[config.mk]
export PLATFORM = sky130hd
export DESIGN_NAME = liw_issue_gate
export DESIGN_NICKNAME = d
export VERILOG_FILES = /design/src/rtl/liw_issue_pkg.sv /design/src/rtl/liw_lane_gate.sv /design/src/rtl/liw_raw_scan.sv /design/src/rtl/liw_issue_gate.sv
export SDC_FILE = /design/constraint.sdc
export NUM_CORES = 1
export LEC_CHECK = 0
export BUFFER_PORTS_ARGS = -buffer_cell sky130_fd_sc_hd__buf_4
export CORE_MARGIN = 8
export CORE_UTILIZATION = 36
export CTS_CLUSTER_SIZE = 20
export DETAILED_ROUTE_END_ITERATION = 10
export PLACE_DENSITY = 0.8
export SYNTH_ARGS = -nofsm -noshare
export SYNTH_HDL_FRONTEND = slang
export SYNTH_SLANG_ARGS = --single-unit
[constraint.sdc]
create_clock -name clk -period 2.9 [get_ports clk]
set_input_delay 0.58 -clock clk [delete_from_list [all_inputs] [get_ports clk]]
set_output_delay 0.58 -clock clk [all_outputs]
set_load 0.02 [all_outputs]
[src/rtl/liw_issue_pkg.sv]
package liw_issue_pkg;

  localparam int NUM_SLOTS = 3;
  localparam int CLS_W     = 3;
  localparam int LANE_W    = 2;

  typedef enum logic [CLS_W-1:0] {
    CLS_ALU = 3'd0,
    CLS_SHF = 3'd1,
    CLS_CVT = 3'd2,
    CLS_MEM = 3'd3,
    CLS_BRA = 3'd4,
    CLS_CMP = 3'd5,
    CLS_FPU = 3'd6,
    CLS_OTH = 3'd7
  } op_class_e;

  typedef logic [LANE_W-1:0] lane_code_t;

  // Whether the lane with index `lane` (0 = lane 1) accepts an operation.
  function automatic logic lane_accepts(input int lane, input op_class_e cls,
                                        input logic cvt_lite, input logic head_fpu);
    logic ok;
    ok = 1'b0;
    if (lane == 0) begin
      ok = 1'b1;
    end else if (lane == 1) begin
      ok = (cls == CLS_ALU) || (cls == CLS_SHF) || (cls == CLS_CVT) ||
           ((cls == CLS_FPU) && !head_fpu);
    end else begin
      ok = (cls == CLS_ALU) || ((cls == CLS_CVT) && cvt_lite);
    end
    return ok;
  endfunction

  // Number of lanes a mode asks for.
  function automatic logic [2:0] lanes_of_mode(input logic [1:0] m);
    return {1'b0, m} + 3'd1;
  endfunction

endpackage

[src/rtl/liw_lane_gate.sv]
module liw_lane_gate
  import liw_issue_pkg::*;
#(
  parameter int SLOTS = NUM_SLOTS
) (
  input  logic [SLOTS-1:0]       vld,
  input  logic [SLOTS*CLS_W-1:0] cls,
  input  logic [SLOTS-1:0]       cvt_lite,
  output logic [SLOTS-1:0]       lane_ok,
  output logic                   head_mem
);

  logic head_fpu;
  assign head_fpu = vld[0] && (op_class_e'(cls[CLS_W-1:0]) == CLS_FPU);
  assign head_mem = vld[0] && (op_class_e'(cls[CLS_W-1:0]) == CLS_MEM);

  for (genvar s = 0; s < SLOTS; s++) begin : g_slot
    op_class_e c;
    assign c = op_class_e'(cls[s*CLS_W +: CLS_W]);
    assign lane_ok[s] = !vld[s] || lane_accepts(s, c, cvt_lite[s], head_fpu);
  end

endmodule

[src/rtl/liw_raw_scan.sv]
module liw_raw_scan #(
  parameter int SLOTS = 3,
  parameter int REG_W = 5
) (
  input  logic [SLOTS-1:0]       vld,
  input  logic [SLOTS-1:0]       dst_we,
  input  logic [SLOTS*REG_W-1:0] dst,
  input  logic [SLOTS*REG_W-1:0] src_a,
  input  logic [SLOTS*REG_W-1:0] src_b,
  input  logic [SLOTS-1:0]       src_b_imm,
  output logic                   raw_hit
);

  localparam int PAIRS = SLOTS * SLOTS;
  logic [PAIRS-1:0] pair_hit;

  for (genvar w = 0; w < SLOTS; w++) begin : g_wr
    for (genvar r = 0; r < SLOTS; r++) begin : g_rd
      if (w < r) begin : g_later
        logic [REG_W-1:0] d;
        logic             hit_a;
        logic             hit_b;
        assign d     = dst[w*REG_W +: REG_W];
        assign hit_a = (d == src_a[r*REG_W +: REG_W]);
        assign hit_b = !src_b_imm[r] && (d == src_b[r*REG_W +: REG_W]);
        assign pair_hit[w*SLOTS+r] = vld[w] && vld[r] && dst_we[w] && (hit_a || hit_b);
      end else begin : g_none
        assign pair_hit[w*SLOTS+r] = 1'b0;
      end
    end
  end

  assign raw_hit = |pair_hit;

endmodule

[src/rtl/liw_issue_gate.sv]
module liw_issue_gate
  import liw_issue_pkg::*;
#(
  parameter int unsigned HW_MAX_MODE = 2,
  parameter int          REG_W       = 5
) (
  input  logic                       clk,
  input  logic                       rst_n,
  input  logic                       in_valid,
  input  logic [1:0]                 mode,
  input  logic [NUM_SLOTS-1:0]       slot_vld,
  input  logic [NUM_SLOTS*CLS_W-1:0] slot_cls,
  input  logic [NUM_SLOTS-1:0]       slot_cvt_lite,
  input  logic [NUM_SLOTS-1:0]       slot_dst_we,
  input  logic [NUM_SLOTS*REG_W-1:0] slot_dst,
  input  logic [NUM_SLOTS*REG_W-1:0] slot_src_a,
  input  logic [NUM_SLOTS*REG_W-1:0] slot_src_b,
  input  logic [NUM_SLOTS-1:0]       slot_src_b_imm,
  output logic                       out_valid,
  output logic [NUM_SLOTS*LANE_W-1:0] lane_sel,
  output logic                       par_issue,
  output logic                       fallback
);

  localparam int SEL_W = NUM_SLOTS * LANE_W;

  // Named internal events
  logic [NUM_SLOTS-1:0] lane_ok;
  logic                 head_mem;
  logic                 raw_hit;
  logic [1:0]           slot_cnt;
  logic                 any_vld;
  logic                 solo;
  logic                 shape_ok;
  logic                 mode_bad;
  logic                 too_wide;
  logic                 mem_crowd;
  logic                 rules_ok;
  logic                 legal;
  logic [SEL_W-1:0]     lane_d;
  logic                 par_d;
  logic                 fb_d;

  liw_lane_gate #(.SLOTS(NUM_SLOTS)) u_lanes (
    .vld      (slot_vld),
    .cls      (slot_cls),
    .cvt_lite (slot_cvt_lite),
    .lane_ok  (lane_ok),
    .head_mem (head_mem)
  );

  liw_raw_scan #(.SLOTS(NUM_SLOTS), .REG_W(REG_W)) u_raw (
    .vld       (slot_vld),
    .dst_we    (slot_dst_we),
    .dst       (slot_dst),
    .src_a     (slot_src_a),
    .src_b     (slot_src_b),
    .src_b_imm (slot_src_b_imm),
    .raw_hit   (raw_hit)
  );

  assign slot_cnt  = {1'b0, slot_vld[0]} + {1'b0, slot_vld[1]} + {1'b0, slot_vld[2]};
  assign any_vld   = |slot_vld;
  assign solo      = (slot_vld == 3'b001);
  assign shape_ok  = (slot_vld == 3'b011) || (slot_vld == 3'b111);
  assign mode_bad  = (32'(mode) > HW_MAX_MODE) || (mode == 2'd0);
  assign too_wide  = {1'b0, slot_cnt} > lanes_of_mode(mode);
  // A memory op in lane 1 consumes the last lane of the active mode.
  assign mem_crowd = head_mem && (slot_cnt > mode);
  assign rules_ok  = &lane_ok;
  assign legal     = shape_ok && !mode_bad && !too_wide && !mem_crowd &&
                     rules_ok && !raw_hit;

  always_comb begin
    lane_d = '0;
    par_d  = 1'b0;
    fb_d   = 1'b0;
    if (solo) begin
      lane_d[LANE_W-1:0] = lane_code_t'(1);
    end else if (any_vld) begin
      par_d = legal;
      fb_d  = !legal;
      for (int s = 0; s < NUM_SLOTS; s++) begin
        if (slot_vld[s]) begin
          lane_d[s*LANE_W +: LANE_W] = legal ? lane_code_t'(s + 1) : lane_code_t'(1);
        end
      end
    end
  end

  always_ff @(posedge clk) begin
    if (!rst_n) begin
      out_valid <= 1'b0;
      lane_sel  <= '0;
      par_issue <= 1'b0;
      fallback  <= 1'b0;
    end else begin
      out_valid <= in_valid;
      if (in_valid) begin
        lane_sel  <= lane_d;
        par_issue <= par_d;
        fallback  <= fb_d;
      end else begin
        lane_sel  <= '0;
        par_issue <= 1'b0;
        fallback  <= 1'b0;
      end
    end
  end

endmodule

# Yosys cells after proc, flatten, opt, wreduce, memory -nomap -nowiden
# Index checks and enable logic that the tools add are counted.
[classes] bitwise_logic=5 n_eq_ne=15 muxes=5 reduce_logical=53 n_addsub=3 magnitude_cmp=3
[op_table] operator="== test 5 bit" count=6
[op_table] operator="logical AND 1 bit" count=22
[op_table] operator="== test 3 x 2 -> 1 bit (second input constant)" count=4
[op_table] operator="logical OR 1 bit" count=11
[op_table] operator="zero test 1 bit" count=10
[op_table] operator="OR reduction 5 bit" count=2
[op_table] operator="== test 3 bit (second input constant)" count=3
[op_table] operator="== test 3 x 1 -> 1 bit (second input constant)" count=2
[op_table] operator="zero test 3 bit" count=2
[op_table] operator="OR reduction 3 bit" count=2
[op_table] operator="NOT 1 bit" count=5
[op_table] operator="2-to-1 mux 2 bit" count=2
[op_table] operator="AND reduction 2 bit" count=2
[op_table] operator="OR reduction 4 bit" count=1
[op_table] operator="adder 2 x 1 -> 3 bit (second input constant)" count=1
[op_table] operator="> comparator 2 x 3 -> 1 bit" count=1
[op_table] operator="2-to-1 mux 1 bit" count=3
[op_table] operator="adder 1 x 1 -> 2 bit" count=1
[op_table] operator="adder 2 x 1 -> 2 bit" count=1
[op_table] operator="> comparator 2 bit" count=1
[op_table] operator="> comparator 2 bit (second input constant)" count=1
[op_table] operator="zero test 2 bit" count=1
[word_totals] regBits=9 inputBits=71 wordCells=91

# Longest topological paths before layout
[logic_depth] ltp_word=10 mapped_depth=8

# Hierarchy
# A second synthesis with hierarchy kept.
[hier_totals] cells_unflattened=97 area_unflattened_um2=864.6
[modules_own_cells] module="liw_issue_gate" seq_area_each_um2=160.2 n_inst=1 area_each_um2=427.9 cells_each=41
[modules_own_cells] module="liw_raw_scan" seq_area_each_um2=0.0 n_inst=1 area_each_um2=367.9 cells_each=48
[modules_own_cells] module="liw_lane_gate" seq_area_each_um2=0.0 n_inst=1 area_each_um2=68.8 cells_each=8

# Worst setup path after synthesis
# OpenSTA, ideal clock, no wires.
[synth_timing] kind="input port to flip-flop" start="input slot_vld[0]" end="register fallback" cell_stages=7 path_slack_ns=0.334 path_buffers=0 t_arrival_ns=2.447 setup_ns=0.119 required_ns=2.781 path_cell_list="fa_1 > inv_1 > ha_1 > o221ai_1 > nand4_1 > or4_4 > o221a_1"
[synth_via] elab_chain_len=9 elab_cells_between_ends=35 cone_classes="add/sub: 2; order compare: 2; eq/ne: 3; bitwise: 1; reduce/logical: 27"
[synth_rtl] item="start: declaration" line_no="liw_issue_gate.sv:11" rtl="input logic [NUM_SLOTS-1:0] slot_vld,"
[synth_rtl] item="adder 1 x 1 -> 2 bit or logical AND 1 bit (tied branches)" line_no="liw_issue_gate.sv:62, liw_lane_gate.sv:14"
[synth_rtl] item="adder 2 x 1 -> 2 bit or zero test 1 bit (tied branches)" line_no="liw_issue_gate.sv:62, liw_issue_pkg.sv:29"
[synth_rtl] item="> comparator 2 x 3 -> 1 bit, or another cell as far along" line_no="liw_issue_gate.sv:67" rtl="assign too_wide = {1'b0, slot_cnt} > lanes_of_mode(mode);"
[synth_rtl] item="zero test 1 bit, or another cell as far along" line_no="liw_issue_gate.sv:71" rtl="assign legal = shape_ok && !mode_bad && !too_wide && !mem_crowd &&"
[synth_rtl] item="logical AND 1 bit, or another cell as far along" line_no="liw_issue_gate.sv:71"
[synth_rtl] item="logical AND 1 bit or AND reduction 2 bit (tied branches)" line_no="liw_issue_gate.sv:71, liw_issue_gate.sv:70"
[synth_rtl] item="logical AND 1 bit" line_no="liw_issue_gate.sv:71"
[synth_rtl] item="logical AND 1 bit" line_no="liw_issue_gate.sv:72" rtl="rules_ok && !raw_hit;"
[synth_rtl] item="zero test 1 bit" line_no="liw_issue_gate.sv:82" rtl="fb_d = !legal;"
[synth_rtl] item="end signal: assignment" line_no="liw_issue_gate.sv:96" rtl="fallback <= 1'b0;"
[synth_rtl] item="end signal: assignment" line_no="liw_issue_gate.sv:102" rtl="fallback <= fb_d;"
[synth_rtl] item="end signal: assignment" line_no="liw_issue_gate.sv:106" rtl="fallback <= 1'b0;"
[synth_rtl] item="end: declaration" line_no="liw_issue_gate.sv:22" rtl="output logic fallback"
# Parallel ways exist; a longest one is shown, timed or not.
# A chain may end at the register's enable or synchronous reset.

# Final worst setup path
# Ends and elaborated chain as after synthesis.

==> metrics.md <==
| Metric | Value |
|---|---|
| Status | `complete, no violations` |
| H-tree levels | `1` |
| RSZ-0062 raised after global routing | `no` |
| Number of buffers added on ports | `59` |
| P_leak | `0.000636 uW` |
| Hold Crit Class | `primary input to flip-flop` |
| Clk sink count | `8` |
| I/O Pins | `80` |
| First-pass GRT wire length | `4490 microns` |
| Core area | `0.00219 sq mm` |
| Seq cells post-synth | `8` |
| Critical path buffer and inverter count | `2` |
| Post_cts resized | `0` |
| Vias in the first global route | `1,028` |
| WHS | `0.598 ns` |
| Die area | `0.00406 sq mm` |
| Vias | `897` |
| TritonCTS clock tree | `yes` |
| Total gr overflow | `0` |
| Cts hold-fix bufs | `0` |
| Vias/cell | `4.88` |
| Pwr per Cell Area | `266 mW/mm^2` |
| # diodes | `0` |
| CP Launch Type | `primary input` |
| Final setup viols | `0` |
| Initial DRC count | `26` |
| Clock power share | `22.7%` |
| Endpoint kind of the worst setup timing path | `flip-flop` |
| Worst EP required | `3.04 ns` |
| Combinational share of power | `44.6%` |
| Hold Fails Final Rpt | `0` |
| Post-layout min period | `2.58 ns` |
| Flop pwr share | `32.7%` |
| Antenna viol nets, final | `0` |
| Total negative slack | `0 ns` |
| Worst path cell trace | `buf_4 -> fa_1 -> inv_1 -> ha_1 -> o221ai_1 -> nand4_1 -> or4_4 -> o221a_1` |
| Synth Instances | `95` |
| Final setup margin | `0.316 ns` |
| Sequential area share after synthesis | `19.5%` |
| Post-CTS setup repair buffer count | `0` |
| Slew Limit Fails | `0` |
| Sw power | `100 uW` |
| Fmax | `387 MHz` |
| Syn_nets | `173` |
| WS Path Type | `primary input to flip-flop` |
| Yosys warning count | `0` |
| DRC violations left | `0` |
| Pre-antenna DRT Iters | `4` |
| Tot Pwr | `350 uW` |
| Post-synth top flop | `dfxtp_1` |
| Fraction of layout cells with a size suffix above 1 | `40.4%` |
| Die width | `63.8 microns` |
| Largest net degree at the start of global routing | `8` |
| Initial core utilization | `37.5%` |
| Die Y | `63.8 microns` |
| TritonCTS buffer count | `3` |
| Clock Tree Buf Depth | `2` |
| Routability congestion estimate | `0.774` |
| Slowest cell on crit path | `or4_4` |
| Initial antenna violation count | `0` |
| GRT Overall Usage | `13.0%` |
| Final wirelength | `2610 microns` |
| Crit-path max cell delay | `0.55 ns` |
| Final period utilization | `89.1%` |
| Post-DP HPWL | `2410 microns` |
| Row cnt | `17` |
| Syn-to-layout area delta | `60.1%` |
| Worst-path clk slew | `0.05 ns` |
| Cell Area, Synth | `821 sq um` |
| VDD IR max | `0.172 mV` |
| Synth area leaders | `dfxtp_1 20%, xor2_1 19%, xnor2_1 13%` |
| WL/cell | `14.2 microns` |
| CP Max Fanout | `7` |
| Post-Synthesis Mean Instance Area | `8.64 sq um` |
| Sw Share | `28.6%` |
| Max Cap Viol | `0` |
| Area share of the largest cell type after synthesis | `19.5%` |
| Setup Slack @ Placement | `0.0458 ns` |
| Area leader, netlist | `dfxtp_1` |
| Layout net count | `236` |
| Root Buffer Master | `clkbuf_4` |
| Distinct cell type count after synthesis | `28` |
| Worst EP arrival | `2.72 ns` |
| Int Power | `250 uW` |
| Ys async rst share | `0%` |
| Post-synth EDFFs | `0` |
| CP delay by family, top | `adder cells` |
## routing by layer
metal	global-route usage, %	up-vias	share of wire (%)
li1	-	460	-
met1	13.8	398	39
met2	24.6	39	54
met3	3.48	0	7.0
met4	3.34	0	0
met5	0	-	0
## synthesized netlist by cell type (2+ instances only)
cell type / instances
or4_1: 2
dfxtp_1: 8
inv_1: 5
nand2_1: 3
a21oi_1: 2
nor4_1: 4
and3_1: 4
nor3_1: 7
nand4_1: 4
nor2b_1: 3
xor2_1: 18
o21ai_0: 2
xnor2_1: 12
ha_1: 6
nand3_1: 2
## worst paths after layout
check                  startpoint                     end  slack [ns]  depth (start not counted)
worst max-delay path  slot_vld[0]     fallback$_SDFF_PP0_        0.32                          8
worst min-delay path     in_valid  lane_sel[0]$_SDFF_PN0_        0.60                          2
## power groups by stage
stage,logic [uW],registers [uW],clock network (uW)
CTS,157,115,83.5
detailed placement,157,117,0
floorplan,63.9,121,0
global placement,151,117,0
finish,156,115,79.3
global route,172,115,88.6
## through the flow
| step | instance area [sq um] | cells | util [%] |
|---|---|---|---|
| 2_1_floorplan | 821 | 95 | - |
| 3_3_place_gp | 1290 | 181 | 58.9 |
| 3_5_place_dp | 1290 | 181 | 58.9 |
| 4_1_cts | 1310 | 184 | 60.0 |
| 5_1_grt | 1310 | 184 | 60.0 |
| 6_report | 1310 | 184 | 60.0 |
## state kept, by name, indices dropped and copies added, names as in the netlist
register and flops:
lane_sel 5, fallback 1, par_issue 1, out_valid 1
## layout make-up
| class | count | area, sq um |
|---|---|---|
| clock buffers | 3 | 22.5 |
| fillers | 193 | 877 |
| inverters | 5 | 18.8 |
| multi-input cells | 81 | 634 |
| flip-flops and latches | 8 | 160 |
| well taps | 28 | 35.0 |
| repair buffers | 59 | 443 |
## cell usage in the layout (no fill, tap or decap), types with 2 or more instances in the layout
master,n
clkbuf_4,3
nor2b_1,3
a21oi_1,2
nand4_1,4
dfxtp_1,8
nand3_1,2
nor4_1,4
buf_4,59
and3_1,4
nand2_1,3
or4_1,2
xnor2_1,12
o21ai_0,2
inv_1,5
nor3_1,7
xor2_1,18
ha_1,6
## cells by family (layout without fill, tap and decap cells)
| logic type | count (synthesis) | after routing | share of synthesized area [%] |
|---|---|---|---|
| AND/OR/NAND/NOR | 34 | 34 | 25.2 |
| XOR/XNOR | 30 | 30 | 32.0 |
| AO/OA/AOI/OAI | 8 | 8 | 6.86 |
| flip-flops | 8 | 8 | 19.5 |
| adder cells (fa/ha/maj) | 7 | 7 | 11.6 |
| buffers and inverters | 6 | 67 | 3.20 |
| other | 1 | 1 | 0.457 |
| multiplexers | 1 | 1 | 1.22 |
(Power assumes the default switching activity.)
